--- src/rtl/pwm_fracgen.sv ---
module pwm_fracgen #(
  parameter int BW = 10
) (
  input  logic        clk,
  input  logic        rst_n,
  input  logic        wr_en,
  input  logic [31:0] wr_data,
  input  logic        rd_en,
  output logic [31:0] rd_data,
  output logic        pwm_out
);

  localparam int AW  = BW + 8;
  localparam int BHI = BW + 7;

  logic          en_r, req_r, err_r, was_en;
  logic [BW-1:0] stg_base, act_base;
  logic [7:0]    stg_div, act_div;
  logic [AW-1:0] acc;
  logic [AW:0]   sum;
  logic          run, cyc_start, apply, accept, reject;
  logic [7:0]    phase;
  logic          unused_wr;

  assign sum       = {1'b0, acc} + {{(AW+1-BW){1'b0}}, act_base};
  assign run       = en_r & was_en;
  assign cyc_start = en_r & (~was_en | sum[AW]);
  assign apply     = cyc_start & req_r;
  assign accept    = wr_en & ~req_r;
  assign reject    = wr_en & req_r;
  assign phase     = acc[AW-1:BW];
  assign pwm_out   = run & (phase >= act_div);
  assign unused_wr = ^wr_data[29:BHI+1];

  always_comb begin
    rd_data        = '0;
    rd_data[31]    = en_r;
    rd_data[30]    = req_r;
    rd_data[29]    = err_r;
    rd_data[BHI:8] = stg_base;
    rd_data[7:0]   = stg_div;
  end

  always_ff @(posedge clk or negedge rst_n) begin
    if (!rst_n) begin
      en_r     <= 1'b0;
      was_en   <= 1'b0;
      req_r    <= 1'b0;
      err_r    <= 1'b0;
      stg_base <= '0;
      stg_div  <= '0;
      act_base <= BW'(1);
      act_div  <= '0;
      acc      <= '0;
    end else begin
      was_en <= en_r;
      if (wr_en) en_r <= wr_data[31];
      acc <= run ? sum[AW-1:0] : '0;

      if (apply)       req_r <= 1'b0;
      else if (accept) req_r <= wr_data[30];

      if (accept) begin
        stg_base <= wr_data[BHI:8];
        stg_div  <= wr_data[7:0];
      end

      if (apply) begin
        act_base <= (stg_base == '0) ? BW'(1) : stg_base;
        act_div  <= stg_div;
      end

      if (reject)     err_r <= 1'b1;
      else if (rd_en) err_r <= 1'b0;
    end
  end


  active_hold_chk: assert property (@(posedge clk) disable iff (!rst_n)
    !(cyc_start && req_r) |=> $stable(act_div) && $stable(act_base));


  update_load_chk: assert property (@(posedge clk) disable iff (!rst_n)
    (cyc_start && req_r) |=> !req_r && act_div == $past(stg_div));


  reject_write_chk: assert property (@(posedge clk) disable iff (!rst_n)
    (wr_en && req_r) |=> $stable(stg_div) && $stable(stg_base) && req_r && err_r);


  err_clear_chk: assert property (@(posedge clk) disable iff (!rst_n)
    (rd_en && !(wr_en && req_r)) |=> !err_r);


  idle_acc_chk: assert property (@(posedge clk) disable iff (!rst_n)
    (!en_r && $past(!en_r)) |-> (acc == '0) && !pwm_out);


  nonzero_base_chk: assert property (@(posedge clk) disable iff (!rst_n)
    act_base != '0);

endmodule

--- config.mk ---
export PLATFORM = sky130hd
export DESIGN_NAME = pwm_fracgen
export DESIGN_NICKNAME = d
export VERILOG_FILES = /design/src/rtl/pwm_fracgen.sv
export SDC_FILE = /design/constraint.sdc
export NUM_CORES = 1
export LEC_CHECK = 0
export BUFFER_PORTS_ARGS = -buffer_cell sky130_fd_sc_hd__clkbuf_2
export CAP_MARGIN = 25
export CORE_AREA = 2 2 93 104
export DETAILED_ROUTE_END_ITERATION = 7
export DIE_AREA = 0 0 95 106
export PLACE_DENSITY_LB_ADDON = 0.2
export SYNTH_ARGS = -nofsm -noshare
export SYNTH_HDL_FRONTEND = slang
export SYNTH_SLANG_ARGS = --single-unit
--- constraint.sdc ---
create_clock -name clk -period 7.1 [get_ports clk]
set_input_delay 0.355 -clock clk [delete_from_list [all_inputs] [get_ports clk]]
set_output_delay 0.355 -clock clk [all_outputs]
set_load 0.005 [all_outputs]
==> flow_metrics.tcl <==
set metrics [dict create \
    remaining_drc_errors 0 \
    hold_class "in -> async" \
    yosys.area.top_type "dfrtp_1" \
    yosysTopAreaCellShare_pct 46.6 \
    maxSlewViolCount 0 \
    drtIter0Drc 89 \
    finalClockSkew_ns 0.0109 \
    syn_to_final_growth_pct 16.2 \
    pin_count 69 \
    antenna_found_initial 0 \
    avgSynthCellArea_um2 11.7 \
    rsz0062_at_grt "no" \
    crit_fanout 19 \
    clock-sinks 58 \
    seq_power_share_pct 40.0 \
    synth-seq-cells 58 \
    power_per_cell_area_nw_per_um2 386 \
    grt_util_all_layers_pct 13.0 \
    yosys_warnings 0 \
    numCtsBuffers 9 \
    vias_per_cell 4.77 \
    run_status "completed" \
    fmax_mhz 378 \
    core_um2 9120 \
    period_minus_slack_ns 2.64 \
    grt_overflow 0 \
    fin_cells 433 \
    synth-edff-count 0 \
    die_h_um 106 \
    power_frac_clock_pct 22.8 \
    ctsRootBufferMaster "clkbuf_8" \
    slew_headroom_pct 48.1 \
    design.die.area_um2 10100 \
    crit_chain "ha_1 > fa_1 > a21o_1 > a31o_1 > a21oi_4 > o21ai_4 > mux2_2" \
    p_comb_share_pct 37.2 \
    crit_arrival_ns 2.86 \
    clockBufferDepth 2 \
    p_int_w 0.000901 \
    dp_hpwl_um 4280 \
    worst_slew_pin_slew_ns 0.775 \
    slowest_stage "o21ai_4" \
    drive_above_1_share_pct 31.6 \
    start_kind "flip-flop" \
    cpPeakStageDelay_ns 0.64 \
    first_pass_iters 4 \
    htreeDepth 3 \
    ys_seq_area_share_pct 47.4 \
    place.gp.congestion 0.761 \
    fillerInstances 912 \
    maxCapViolCount 0 \
    cts_hold_buf 0 \
    cts_resized 0 \
    port_buffers 45 \
    syn_area_um2 3060 \
    insertion_delay_ns 0.33 \
    wl_um 5870 \
    synth.area.top_cells "dfrtp_1 47%, mux2_2 9.2%, ha_1 7.4%" \
    p_switching_w 0.000474 \
    worstPathRequired_ns 7.32 \
    synthCells 262 \
    synth_cell_types 46 \
    cts_tree "done" \
    wire_per_inst_um 13.6 \
    grt_pass1_wl_um 10100 \
    antenna_cells 0 \
    setup_tns_ns 0 \
    start_util_pct 33.6 \
    yosysMostFrequentCell "dfrtp_1" \
    p_sw_share_pct 34.5 \
    crit_path_end_kind "flip-flop" \
    num_rows 37 \
    grt_pass1_vias 2089 \
    ys_async_sr_fraction_pct 100 \
    fin_hold_ws_ns 0.169 \
    grt_max_degree 59 \
    finalHoldViolations 0 \
    synth-main-ff-cell "dfrtp_1" \
    drtAntennaViolNets 0 \
    dr_total_vias 2067 \
    min_period_over_period_pct 37.2 \
    fin_area_um2 3560 \
    clk_pin_slew_worst_paths_ns 0.07 \
    path_class "reg -> reg" \
    placedInstanceArea_um2 3350 \
    numPlacedInstances 417 \
    postCtsSetupBuffers 0 \
    netlist_top_cells_count "57 x dfrtp_1, 25 x mux2_2, 18 x ha_1" \
    ir_drop_v 0.000201 \
    leakagePower_nw 1.73 \
    die_w_um 95 \
    setup_viol 0 \
    layout.nets 366 \
]
[power by group through the flow]
| stage | logic, W | registers, W | clock network (W) |
|---|---|---|---|
| floorplan | 0.000395 | 0.000529 | 0 |
| global placement | 0.000508 | 0.000556 | 0 |
| detailed placement | 0.000517 | 0.000559 | 0 |
| CTS | 0.000520 | 0.000553 | 0.000324 |
| global route | 0.000580 | 0.000572 | 0.000341 |
| finish | 0.000512 | 0.000550 | 0.000313 |
[cell usage in the layout, fill, tap and decap left out, types with 5 or more instances in the layout]
cell | Yosys | final
a211oi_1 | 6 | 6
a21o_1 | 6 | 6
a21oi_1 | 15 | 15
clkbuf_2 | 0 | 45
clkbuf_8 | 0 | 11
conb_1 | 1 | 11
dfrtp_1 | 57 | 57
ha_1 | 18 | 18
inv_1 | 11 | 11
mux2_2 | 25 | 25
mux2_4 | 8 | 8
mux2i_1 | 5 | 5
nand2_1 | 15 | 15
nand2b_1 | 5 | 5
nor2_1 | 12 | 12
nor3_1 | 6 | 6
o21a_1 | 5 | 5
o21ai_0 | 6 | 6
[through the flow]
stage	util (%)	power, W	worst slack (ns)
4_1_cts	39.0	0.00140	4.43
5_1_grt	39.0	0.00149	4.30
2_1_floorplan	-	0.000925	4.80
6_report	39.0	0.00137	4.46
3_5_place_dp	36.8	0.00108	4.46
3_3_place_gp	36.8	0.00106	4.44
[state kept, by name (all words and copies together), names as in the netlist]
name      flops
req_r         1
was_en        1
acc          18
stg_div       8
err_r         1
en_r          1
act_div       8
act_base     10
stg_base     10
[final timing paths]
path | from | to | slack [ns] | cells after the start
hold reg to reg | act_base[0]$_DFFE_PN1P_ | act_base[0]$_DFFE_PN1P_ | 0.47 | 2
setup reg to reg | act_base[0]$_DFFE_PN1P_ | act_div[7]$_DFFE_PN0P_ | 4.46 | 7
min in group clk | rd_en | err_r$_DFFE_PN0P_ | 0.21 | 2
max in group asynchronous | rst_n | stg_div[5]$_DFFE_PN0P_ | 6.44 | 2
setup / recovery | act_base[0]$_DFFE_PN1P_ | act_div[7]$_DFFE_PN0P_ | 4.46 | 7
hold / removal | rst_n | stg_base[3]$_DFFE_PN0P_ | 0.17 | 2
[cell families (layout without fill, tap and decap cells)]
group           after synthesis  after routing  share of synthesized area (%)
compound gates               55             55                           13.1
xor+xnor                      5              5                           1.43
fa+ha+maj                    19             19                           8.01
buf+inv                      30             74                           5.68
flops                        58             58                           47.4
mux                          41             41                           15.8
other cells                   1             11                          0.122
simple gates                 53             53                           8.42
[metal layers]
metal / global-route usage [%] / vias to the layer above / wire (um)
met4: 5.28 / 0 / 93
li1: - / 1022 / -
met1: 18.6 / 1000 / 2940
met2: 19.2 / 38 / 2680
met5: 0 / - / 0
met3: 2.34 / 7 / 156
[critical path: cells and delay by family, from the launching register on]
family | cells | cell delay, ns
AO/OA/AOI/OAI | 4 | 1.15
adder cells (fa/ha/maj) | 2 | 0.43
multiplexers | 1 | 0.41
flip-flops | 1 | 0.53
[cell type report]
class                      count  area [um2]  area share [%]
multi-input combinational    184        1470            41.4
tap                          117         146            4.11
inverter                      11        41.3            1.16
timing repair buffer          47         240            6.75
sequential                    58        1450            40.8
clock inverter                 4        50.0            1.41
clock buffer                  12         155            4.36
(Power assumes the default switching activity.)
